===== src/rtl/irqc_pkg.sv =====
package irqc_pkg;

  localparam int LVL_W     = 3;
  localparam int IDX_MAX_W = 4;
  localparam int ADDR_W    = 6;
  localparam int DATA_W    = 8;
  localparam int REGION_W  = ADDR_W - IDX_MAX_W;

  localparam logic [REGION_W-1:0] REGION_CTRL = 2'd0;
  localparam logic [REGION_W-1:0] REGION_LVL  = 2'd1;
  localparam logic [REGION_W-1:0] REGION_PEND = 2'd2;

  localparam logic [IDX_MAX_W-1:0] CTRL_EN_SLOT = 4'd0;
  localparam logic [IDX_MAX_W-1:0] CTRL_PL_SLOT = 4'd1;

  typedef logic [LVL_W-1:0] level_t;

  typedef struct packed {
    logic                 enWr;
    logic                 enVal;
    logic                 plWr;
    level_t               plVal;
    logic                 lvlWr;
    level_t               lvlVal;
    logic                 pendClr;
    logic [IDX_MAX_W-1:0] regIdx;
    logic                 ackClr;
    logic [IDX_MAX_W-1:0] ackIdx;
  } strobe_t;

endpackage


===== src/rtl/irqc_control.sv =====
module irqc_control
  import irqc_pkg::*;
#(
  parameter int NUM_SRC = 8,
  localparam int IDX_W  = (NUM_SRC > 1) ? $clog2(NUM_SRC) : 1
) (
  input  logic              wrEn,
  input  logic [ADDR_W-1:0] wrAddr,
  input  logic [DATA_W-1:0] wrData,
  input  logic              ack,
  input  logic              irqReq,
  input  logic [IDX_W-1:0]  vecIdx,
  output strobe_t           strb
);

  logic [REGION_W-1:0]  region;
  logic [IDX_MAX_W-1:0] slot;
  logic                 slotValid;

  assign region    = wrAddr[ADDR_W-1:IDX_MAX_W];
  assign slot      = wrAddr[IDX_MAX_W-1:0];
  assign slotValid = ({1'b0, slot} < (IDX_MAX_W+1)'(NUM_SRC));

  always_comb begin
    strb         = '0;
    strb.enVal   = wrData[0];
    strb.plVal   = wrData[LVL_W-1:0];
    strb.lvlVal  = wrData[LVL_W-1:0];
    strb.regIdx  = slot;
    strb.ackIdx  = IDX_MAX_W'(vecIdx);
    // acknowledge is honoured only while a request is being offered
    strb.ackClr  = ack && irqReq;
    if (wrEn) begin
      unique case (region)
        REGION_CTRL: begin
          strb.enWr = (slot == CTRL_EN_SLOT);
          strb.plWr = (slot == CTRL_PL_SLOT);
        end
        REGION_LVL:  strb.lvlWr   = slotValid;
        // only a written zero clears; a written one is dropped here
        REGION_PEND: strb.pendClr = slotValid && !wrData[0];
        default: ;
      endcase
    end
  end

endmodule


===== src/rtl/irqc_datapath.sv =====
module irqc_datapath
  import irqc_pkg::*;
#(
  parameter int NUM_SRC = 8,
  localparam int IDX_W  = (NUM_SRC > 1) ? $clog2(NUM_SRC) : 1
) (
  input  logic                          clk,
  input  logic                          rstN,
  input  strobe_t                       strb,
  input  logic [NUM_SRC-1:0]            reqPulse,
  input  logic [ADDR_W-1:0]             rdAddr,
  output logic [DATA_W-1:0]             rdData,
  output logic [NUM_SRC-1:0]            pendQ,
  output logic [NUM_SRC-1:0][LVL_W-1:0] lvlQ,
  output logic                          globalEn,
  output level_t                        procLvl,
  output logic                          irqReq,
  output logic [IDX_W-1:0]              vecIdx
);

  logic [NUM_SRC-1:0] elig;
  level_t             bestLvl;
  logic [IDX_W-1:0]   bestIdx;

  // CPU-side control storage
  always_ff @(posedge clk or negedge rstN) begin
    if (!rstN) begin
      globalEn <= 1'b0;
    end else if (strb.enWr) begin
      globalEn <= strb.enVal;
    end
  end

  always_ff @(posedge clk or negedge rstN) begin
    if (!rstN) begin
      procLvl <= '0;
    end else if (strb.plWr) begin
      procLvl <= strb.plVal;
    end
  end

  // per-source storage
  for (genvar i = 0; i < NUM_SRC; i++) begin : g_src
    logic lvlHit;
    logic swClr;
    logic cpuClr;

    assign lvlHit = strb.lvlWr   && (strb.regIdx == IDX_MAX_W'(i));
    assign swClr  = strb.pendClr && (strb.regIdx == IDX_MAX_W'(i));
    assign cpuClr = strb.ackClr  && (strb.ackIdx == IDX_MAX_W'(i));

    always_ff @(posedge clk or negedge rstN) begin
      if (!rstN) begin
        lvlQ[i] <= '0;
      end else if (lvlHit) begin
        lvlQ[i] <= strb.lvlVal;
      end
    end

    // a new event dominates any clear at the same edge
    always_ff @(posedge clk or negedge rstN) begin
      if (!rstN) begin
        pendQ[i] <= 1'b0;
      end else if (reqPulse[i]) begin
        pendQ[i] <= 1'b1;
      end else if (swClr || cpuClr) begin
        pendQ[i] <= 1'b0;
      end
    end

    assign elig[i] = globalEn && pendQ[i] && (lvlQ[i] > procLvl);
  end

  // priority pick: strictly greater keeps the lowest index on a tie
  always_comb begin
    bestLvl = '0;
    bestIdx = '0;
    for (int i = 0; i < NUM_SRC; i++) begin
      if (elig[i] && (lvlQ[i] > bestLvl)) begin
        bestLvl = lvlQ[i];
        bestIdx = IDX_W'(i);
      end
    end
  end

  always_ff @(posedge clk or negedge rstN) begin
    if (!rstN) begin
      irqReq <= 1'b0;
      vecIdx <= '0;
    end else begin
      irqReq <= (bestLvl != '0);
      vecIdx <= bestIdx;
    end
  end

  // software read port
  logic [REGION_W-1:0]  rdRegion;
  logic [IDX_MAX_W-1:0] rdSlot;

  assign rdRegion = rdAddr[ADDR_W-1:IDX_MAX_W];
  assign rdSlot   = rdAddr[IDX_MAX_W-1:0];

  always_comb begin
    rdData = '0;
    unique case (rdRegion)
      REGION_CTRL: begin
        if (rdSlot == CTRL_EN_SLOT) rdData[0] = globalEn;
        if (rdSlot == CTRL_PL_SLOT) rdData[LVL_W-1:0] = procLvl;
      end
      REGION_LVL: begin
        for (int i = 0; i < NUM_SRC; i++) begin
          if (rdSlot == IDX_MAX_W'(i)) rdData[LVL_W-1:0] = lvlQ[i];
        end
      end
      REGION_PEND: begin
        for (int i = 0; i < NUM_SRC; i++) begin
          if (rdSlot == IDX_MAX_W'(i)) rdData[0] = pendQ[i];
        end
      end
      default: ;
    endcase
  end

endmodule


===== src/rtl/lvl_irq_ctrl.sv =====
module lvl_irq_ctrl
  import irqc_pkg::*;
#(
  parameter int NUM_SRC = 8,
  localparam int IDX_W  = (NUM_SRC > 1) ? $clog2(NUM_SRC) : 1
) (
  input  logic               clk,
  input  logic               rstN,
  input  logic [NUM_SRC-1:0] reqPulse,
  input  logic               wrEn,
  input  logic [5:0]         wrAddr,
  input  logic [7:0]         wrData,
  input  logic [5:0]         rdAddr,
  output logic [7:0]         rdData,
  input  logic               ack,
  output logic               irqReq,
  output logic [IDX_W-1:0]   vecIdx
);

  strobe_t                       strb;
  logic [NUM_SRC-1:0]            pendQ;
  logic [NUM_SRC-1:0][LVL_W-1:0] lvlQ;
  logic                          globalEn;
  level_t                        procLvl;

  irqc_control #(.NUM_SRC(NUM_SRC)) u_control (
    .wrEn   (wrEn),
    .wrAddr (wrAddr),
    .wrData (wrData),
    .ack    (ack),
    .irqReq (irqReq),
    .vecIdx (vecIdx),
    .strb   (strb)
  );

  irqc_datapath #(.NUM_SRC(NUM_SRC)) u_datapath (
    .clk      (clk),
    .rstN     (rstN),
    .strb     (strb),
    .reqPulse (reqPulse),
    .rdAddr   (rdAddr),
    .rdData   (rdData),
    .pendQ    (pendQ),
    .lvlQ     (lvlQ),
    .globalEn (globalEn),
    .procLvl  (procLvl),
    .irqReq   (irqReq),
    .vecIdx   (vecIdx)
  );

endmodule


===== config.mk =====
export PLATFORM = sky130hd
export DESIGN_NAME = lvl_irq_ctrl
export DESIGN_NICKNAME = d
export VERILOG_FILES = /design/src/rtl/irqc_pkg.sv /design/src/rtl/irqc_control.sv /design/src/rtl/irqc_datapath.sv /design/src/rtl/lvl_irq_ctrl.sv
export SDC_FILE = /design/constraint.sdc
export NUM_CORES = 1
export LEC_CHECK = 0
export ABC_AREA = 1
export BUFFER_PORTS_ARGS = -buffer_cell sky130_fd_sc_hd__buf_4
export CAP_MARGIN = 30
export CORE_MARGIN = 4
export CORE_UTILIZATION = 30
export CTS_BUF_LIST = sky130_fd_sc_hd__clkbuf_16
export DETAILED_ROUTE_END_ITERATION = 8
export GPL_ROUTABILITY_DRIVEN = 0
export HOLD_SLACK_MARGIN = 0.06
export PLACE_DENSITY = 0.46
export SYNTH_ARGS = -nofsm -noshare
export SYNTH_HDL_FRONTEND = slang
export SYNTH_SLANG_ARGS = --single-unit

===== constraint.sdc =====
create_clock -name clk -period 10.7 [get_ports clk]
set_clock_uncertainty 0.05 [all_clocks]
set_input_delay 0.535 -clock clk [delete_from_list [all_inputs] [get_ports clk]]
set_output_delay 0.535 -clock clk [all_outputs]
set_load 0.03 [all_outputs]

==> results.md, run 1 <==
- Summing internal, switching and leakage power gives 720 uW.
- The post-synthesis cell type with the largest combined area is dfrtp_1.
- For this block, the via count after detailed routing is 3,328.
- The final hold violation count is 0.
- Setup repair after global routing left no endpoint under its margin.
- The sum of negative setup slack is 0 ns.
- The number of setup violations in the final report is 0.
- By area the synthesized netlist is led by dfrtp_1 28%, ha_1 14%, nand2_1 11%.
- The H-tree generated during clock tree synthesis spans 2 levels.
- The root buffer cell chosen for the clock tree is clkbuf_16.
- The share of flip-flops with an asynchronous set or reset is 100%.
- The estimated wirelength of the detail-placed design is 8360 um.
- Dividing the detail-routed wire length by the instance count gives 15.9 um.
- The most common cell in the synthesized netlist is nand2_1.
- The type of element launching the critical path is a flop.
- Buffers inserted during clock tree synthesis total 5.
- The total number of yosys warnings is 0.
- The first-pass detailed-route iteration total is 4.
- The headroom to the max-slew limit is 35.7%.
- In the synthesized netlist, the cells that appear most often are 102 x nand2_1, 57 x inv_1, 47 x o21ai_0.
- The effective utilization at floorplan is 30.9%.
- The mean number of vias per cell is 5.04.
- Based on the critical path, the design can be clocked at up to 106 MHz.
- The highest cell delay on the worst timing path is 0.43 ns.
- The critical path is of the flop to flop type.
- The post-CTS setup buffer count is 0.
- The die area is 13,700 um2.
- The fraction of synthesized cell area taken by the top area cell type is 28.1%.
- The most repeated library cell on the critical path is nand2_1.
- The tool flagged a number of max-cap violations equal to 0.
- The later-pin clock latency in the skew report is 0.28 ns.
- Buffers placed on the I/O ports in this run total 33.
- The worst vdd rail ir drop is 0.0000851 V.
- The final clock period utilization by the worst path is 87.8%.
- The number of diodes added for antenna fixing is 0.
- The core region is 11,500 um2.
- Row generation in the floorplan step produced 39 rows.
- For the worst setup path, the data arrival time is 9.50 ns.
- The number of antenna violations at the first check in global routing is 0.
- The CTS clock-pin slew for the worst setup and hold paths is 0.06 ns.
- The number of buffer and inverter stages on the critical path is 6.
- The CTS sink count is 40.
- The flow ran to the end, and the final reports show no timing, DRC or antenna violations.
- Each instance of the synthesized netlist takes up on average 7.39 um2.
- For this block, the routed nets add up to 10,500 um of wire.
- The count of state elements after synthesis is 40.
- On the critical path the largest part of the delay comes from simple AND/OR/NAND/NOR gates.
- The DRC violation count after routing is 0.
- Of all nets on the critical path, the largest fanout is 9.
- Entering global routing, the biggest net connects 41 pins.
- The count of flip-flops with a built-in enable after synthesis is 0.
- Power spread over the standard cell area amounts to 177 nW/um2.
- The first global-routing pass estimated 17,300 um of wire.
- The data required time of the critical path is 10.80 ns.
- The final instance count without filler cells is 660.
- The slowest stage of the critical path belongs to the cell inv_1.
- The number of placed instances with taps included is 653.
- Fill cells in the final layout number 1,245.
- The remaining number of nets flagged by the antenna check after routing is 0.
- The number of pins with negative max-slew slack in the final report is 0.
- Post-CTS repair changed the size of 0 cells.
- TritonCTS built the clock tree.
- The number of global-route vias before repair is 3,383.
- The worst setup path is captured at a flop.
- The floorplan step set the die width to 117 um.
- From bottom edge to top edge, the die measures 117 um.
- In the synthesized netlist the dominant register cell turns out to be dfrtp_1.
- After the last flow step, the layout net total stands at 590.
- The type of the tightest min-delay check is input port to async pin.
- Synthesis instantiated 37 different standard cells from the library.
- Compared with the post-synthesis result, the final layout area differs by 14.3%.
- The overall global routing resource usage is 16.4%.
- The transition time at the pin with the least slew margin is 0.956 ns.
- In this run the cell area of the synthesized design comes to 3560 um2.
- The cell count after synthesis came out at 482.
- The number of hold buffers added after CTS is 0.
- For this design the top-level I/O count stands at 44.
- Counting along the longest clock path gives a buffer depth of 2.
- The clock period could shrink to 9.40 ns.
- The violation count after the first detailed-route iteration is 140.
- The post-route netlist has 16.2% of its cells at a drive strength greater than 1.
- The standby leakage power is 2.02 nW.
- The leftover overflow at the end of global routing is 0.
- For this run, the register share of the synthesized area comes to 28.1%.
[metal layers]
layer,track usage (%),share of wire (%)
met2,27.0,46
met5,0,0
met3,1.75,4.2
met4,5.43,2.3
met1,22.4,48
[where the power goes]
part | switching, mW | internal (mW) | leakage [nW]
registers | 0.0239 | 0.174 | 0.488
clock network | 0.0559 | 0.0834 | 0.0648
logic | 0.246 | 0.137 | 1.47
[registers in the layout (all words and copies together), names as in the netlist]
| name | flops |
|---|---|
| u_datapath.globalEn | 1 |
| u_datapath.irqReq | 1 |
| u_datapath.lvlQ | 24 |
| u_datapath.procLvl | 3 |
| u_datapath.vecIdx | 3 |
| u_datapath.pendQ | 8 |
[cells in the final DEF (no fill, tap or decap), types with 8 or more instances in the layout]
cell      instances
buf_4            35
nand2_2          10
o21ai_1           9
inv_1            57
nor3_1           14
dfrtp_1          40
ha_1             41
o21ai_0          47
nand3_1          26
nand3_2          12
nor2_1           19
nand2_1         102
a21oi_1          16
nor4_1           10
nand4_1          10
inv_2            10
o21bai_1          8
[stage by stage]
step           cell area (um2)  hold slack (ns)  setup WS [ns]  util, %
2_1_floorplan             3580            0.189           2.59        -
3_3_place_gp              3940            0.419           1.38     34.2
3_5_place_dp              3940            0.425           1.29     34.2
4_1_cts                   4070            0.202           1.24     35.4
5_1_grt                   4070            0.220          0.361     35.4
6_report                  4070            0.178           1.30     35.4
[cells by family after synthesis]
| group | count (synthesis) | synth area share, % |
|---|---|---|
| AO/OA/AOI/OAI | 103 | 16.8 |
| flip-flops | 40 | 28.1 |
| buffers and inverters | 78 | 9.27 |
| other | 1 | 0.105 |
| AND/OR/NAND/NOR | 219 | 31.3 |
| adder cells (fa/ha/maj) | 41 | 14.4 |
[worst register-to-register path: cells and delay by family, from the launching register on]
kind                       cells  cell delay [ns]
AOI/OAI and AO/OA              7             1.53
adders and majority gates      8             2.24
buffers and inverters          6             0.74
DFF                            1             0.37
and+or+nand+nor               33             4.35
[final timing paths]
| path | startpoint | to | slack (ns) | depth (start not counted) |
|---|---|---|---|---|
| min reg2reg | u_datapath.lvlQ[15]$_DFFE_PN0P_ | u_datapath.lvlQ[15]$_DFFE_PN0P_ | 0.44 | 2 |
| min | rstN | u_datapath.pendQ[5]$_DFFE_PN0P_ | 0.18 | 1 |
| min in group clk | reqPulse[2] | u_datapath.pendQ[2]$_DFFE_PN0P_ | 0.40 | 2 |
| max in group asynchronous | rstN | u_datapath.globalEn$_DFFE_PN0P_ | 10.05 | 1 |
| max | u_datapath.procLvl[1]$_DFFE_PN0P_ | u_datapath.irqReq$_DFF_PN0_ | 1.30 | 54 |
| max reg2reg | u_datapath.procLvl[1]$_DFFE_PN0P_ | u_datapath.irqReq$_DFF_PN0_ | 1.30 | 54 |
[area by class of cell]
type | count | area [um2] | area share (%)
tap | 143 | 179 | 4.39
multi-input combinational | 368 | 2250 | 55.1
clock inverter | 2 | 7.51 | 0.184
clock buffer | 5 | 125 | 3.07
sequential | 40 | 1000 | 24.6
inverter | 67 | 251 | 6.18
timing repair buffer | 35 | 263 | 6.45
No activity file was read; power rests on OpenSTA's default activity.
==> inputs of run 2 (changes only) <==
--- a/config.mk
+++ b/config.mk
@@ -9,12 +9,12 @@
 export BUFFER_PORTS_ARGS = -buffer_cell sky130_fd_sc_hd__buf_4
 export CAP_MARGIN = 30
 export CORE_MARGIN = 4
-export CORE_UTILIZATION = 30
+export CORE_UTILIZATION = 40
 export CTS_BUF_LIST = sky130_fd_sc_hd__clkbuf_16
 export DETAILED_ROUTE_END_ITERATION = 8
 export GPL_ROUTABILITY_DRIVEN = 0
 export HOLD_SLACK_MARGIN = 0.06
-export PLACE_DENSITY = 0.46
+export PLACE_DENSITY = 0.58
 export SYNTH_ARGS = -nofsm -noshare
 export SYNTH_HDL_FRONTEND = slang
 export SYNTH_SLANG_ARGS = --single-unit
==> constraint.sdc (replaced) <==
create_clock -name clk -period 12 [get_ports clk]
set_clock_uncertainty 0.05 [all_clocks]
set_input_delay 0.6 -clock clk [delete_from_list [all_inputs] [get_ports clk]]
set_output_delay 0.6 -clock clk [all_outputs]
set_load 0.03 [all_outputs]
==> run 2 against run 1 <==
  * Utilization up 11 points
  * Via count rose by 1.4%
  * Sequential share of layout area grew 0.29 points
  * Wire length decreased by 6.2%
  * Die area decreased by 23%
  * Worst setup slack improved by 1.4 ns
  * Sequential power decreased by 9%
  * Count of clock-buffer cells in the layout did not move
  * Flip-flop and latch count did not move
  * Total power is 10% lower
  * Clock power decreased by 6%
  * Critical path depth rose by 1
  * Critical endpoint unchanged
  * Largest cell class unchanged
==> results.md, run 2 (synthesis gave the netlist of run 1 again) <==
- The flow ran to the end, and the final reports show no timing, DRC or antenna violations.
- The total number of nets in the final design is 588 (-0.34%).
- The portion of total power attributed to the clock network is 20.3% (+0.9 points).
- The die boundary width came to 102 um (-12%).
- The buffer depth of the longest clock path is 2 (unchanged).
- The total via count after detailed routing is 3,373 (+1.4%).
- The number of placed instances with taps included was 616 (-5.7%).
- The sum of negative setup slack was 0 ns (unchanged).
- The overall global routing resource usage came to 20.5% (+4.1 points).
- The finished layout cell area is 4030 um2 (-1.2%).
- The number of diodes added for antenna fixing is 0 (unchanged).
- The data arrival time of the worst path is 9.41 ns (-0.09 ns).
- The final hold slack was 0.232 ns (+0.0540 ns).
- The type of element launching the critical path is a flop.
- The top-level I/O count is 44 (unchanged).
- The number of fillers in the final layout is 883 (-29%).
- The quantity of gates resized following cts is 0 (unchanged).
- The number of max-cap violations is 0 (unchanged).
- The type of the tightest min-delay check is input port to async pin.
- The TritonCTS clock tree is yes.
- The number of global-route vias before repair is 3,439 (+1.7%).
- In the layout the commonest cells are 102 x nand2_1, 57 x inv_1, 47 x o21ai_0.
- The effective utilization at floorplan is 41.0% (+10 points).
- The wire length of the first global-routing pass came to 16,800 um (-3.1%).
- The core box area was 8680 um2 (-25%).
- The critical path is of the flop to flop type.
- The maximum level of the CTS H-tree is 2 (unchanged).
- The largest net degree at the start of global routing is 41 (unchanged).
- The power per cell area is 160 nW/um2 (-9.4%).
- Counting flops per register, the top entry is u_datapath.lvlQ.
- The violation count after the first detailed-route iteration is 167 (+19%).
- The final clock period utilization by the worst path is 77.4% (-10 points).
- The post-CTS setup buffer count is 0 (unchanged).
- The area growth from synthesis to final layout is 13.0%.
- The later-pin clock latency in the skew report was 0.28 ns (about the same).
- The leftover overflow at the end of global routing is 0 (unchanged).
- The share of layout cells above drive strength 1 came to 16.5% (+0.23 points).
- The headroom to the max-slew limit was 38.2% (+2.5 points).
- The area used by sequential logic in the layout is 1000 um2 (unchanged).
- The CTS sink count came to 40 (unchanged).
- The estimated wirelength of the detail-placed design is 7830 um (-6.4%).
- The most numerous cell type found on the critical path is nand2_1.
- The final wirelength was 9840 um (-6.2%).
- The largest fanout of any net on the critical path came to 9 (unchanged).
- The setup slack of the most critical reg-to-reg path is 2.71 ns (+1.40 ns).
- The number of buffer cells added on primary ports came to 33 (unchanged).
- The count of standard-cell rows is 34 (-13%).
- The highest cell delay on the worst timing path was 0.39 ns (-0.04 ns).
- Leaving out fill and tap cells, the most frequent cell in the layout is nand2_1.
- The number of flip-flops in the largest register was 24 (unchanged).
- The transition time at the pin with the least slew margin is 0.919 ns (-0.0373 ns).
- The number of hold buffers added after CTS came to 0 (unchanged).
- The CTS clock-pin slew for the worst setup and hold paths was 0.06 ns (about the same).
- The number of antenna violations at the first check in global routing is 0 (unchanged).
- The total CTS buffers was 5 (unchanged).
- The DRC violation count after routing came to 0 (unchanged).
- The maximum achievable frequency is 108 MHz (+1.1%).
- The first-pass detailed-route iteration total was 4 (unchanged).
- The final hold violation count came to 0 (unchanged).
- The die area is 10,500 um2 (-23%).
- The standby leakage power is 2.02 nW (about the same).
- The data required time of the critical path is 12.11 ns (+1.31 ns).
- The internal power of the cells is 352 uW (-11%).
- The proportion of power drawn by combinational gates is 51.7% (-1.5 points).
- The mean number of vias per cell is 5.41 (+7.2%).
- On the critical path, the stage with the largest delay is an instance of inv_1.
- The final instance count without filler cells was 624 (-5.5%).
- The number of pins with negative max-slew slack in the final report is 0 (unchanged).
- The vertical die dimension is 102 um (-12%).
- The number of setup violations in the final report is 0 (unchanged).
- The clock period minus worst slack came to 9.29 ns (-0.102 ns).
- The worst setup path is captured at a flop.
- The switching share of power was 45.4% (+0.16 points).
- The register share of total power was 28.0% (+0.6 points).
- In this run the clock root is driven by a clkbuf_16.
- The placed cell area came to 3880 um2 (-1.5%).
- The post-detailed-route wirelength per cell is 15.8 um (-0.84%).
- In the final layout, the registers with the most flip-flops are u_datapath.lvlQ (24), u_datapath.pendQ (8).
- Setup repair after global routing left no endpoint under its margin.
- The area of combinational cells with multiple inputs is 2250 um2 (unchanged).
- The worst vdd rail ir drop was 0.0000725 V (-15%).
- The switching power summed over all nets is 292 uW (-10%).
- The remaining number of nets flagged by the antenna check after routing is 0 (unchanged).
- The utilization after layout was 46.4% (+11 points).
run 2: power groups by stage:
| stage | clock network, mW | registers [mW] | logic (mW) |
|---|---|---|---|
| floorplan | 0 | 0.175 | 0.259 |
| global placement | 0 | 0.183 | 0.323 |
| detailed placement | 0 | 0.183 | 0.333 |
| CTS | 0.132 | 0.181 | 0.335 |
| global route | 0.138 | 0.184 | 0.382 |
| finish | 0.131 | 0.181 | 0.333 |
run 2: path summary, 6_finish.rpt:
check / depth (start not counted) / start / end
max: 55 / u_datapath.procLvl[1]$_DFFE_PN0P_ / u_datapath.irqReq$_DFF_PN0_
min: 1 / rstN / u_datapath.procLvl[1]$_DFFE_PN0P_
max reg2reg: 55 / u_datapath.procLvl[1]$_DFFE_PN0P_ / u_datapath.irqReq$_DFF_PN0_
min reg2reg: 2 / u_datapath.lvlQ[3]$_DFFE_PN0P_ / u_datapath.lvlQ[3]$_DFFE_PN0P_
max in group asynchronous: 1 / rstN / u_datapath.pendQ[2]$_DFFE_PN0P_
min in group clk: 2 / u_datapath.lvlQ[3]$_DFFE_PN0P_ / u_datapath.lvlQ[3]$_DFFE_PN0P_
run 2: stage by stage:
| stage | power [mW] | worst slack, ns |
|---|---|---|
| 2_1_floorplan | 0.434 | 3.89 |
| 3_3_place_gp | 0.506 | 2.75 |
| 3_5_place_dp | 0.516 | 2.62 |
| 4_1_cts | 0.648 | 2.59 |
| 5_1_grt | 0.704 | 1.76 |
| 6_report | 0.645 | 2.71 |
run 2: final cells by class:
cell class                      count  area share, %
Inverter                           67           6.25
Sequential cell                    40           24.9
Tap cell                          108           3.36
Multi-Input combinational cell    368           55.8
Clock inverter                      3          0.466
Timing Repair Buffer               33           6.15
Clock buffer                        5           3.11
run 2: worst max-delay path, delay by kind of cell (launching register included):
kind	cells	cell delay (ns)
and+or+nand+nor	34	4.35
adders and majority gates	8	2.24
AOI/OAI and AO/OA	7	1.45
buffers and inverters	6	0.68
DFF	1	0.37
run 2: metal layers:
| layer | wire (um) | global-route usage [%] |
|---|---|---|
| met1 | 4640 | 28.2 |
| met2 | 4560 | 33.1 |
| met3 | 484 | 2.46 |
| met4 | 153 | 7.57 |
| met5 | 0 | 0 |
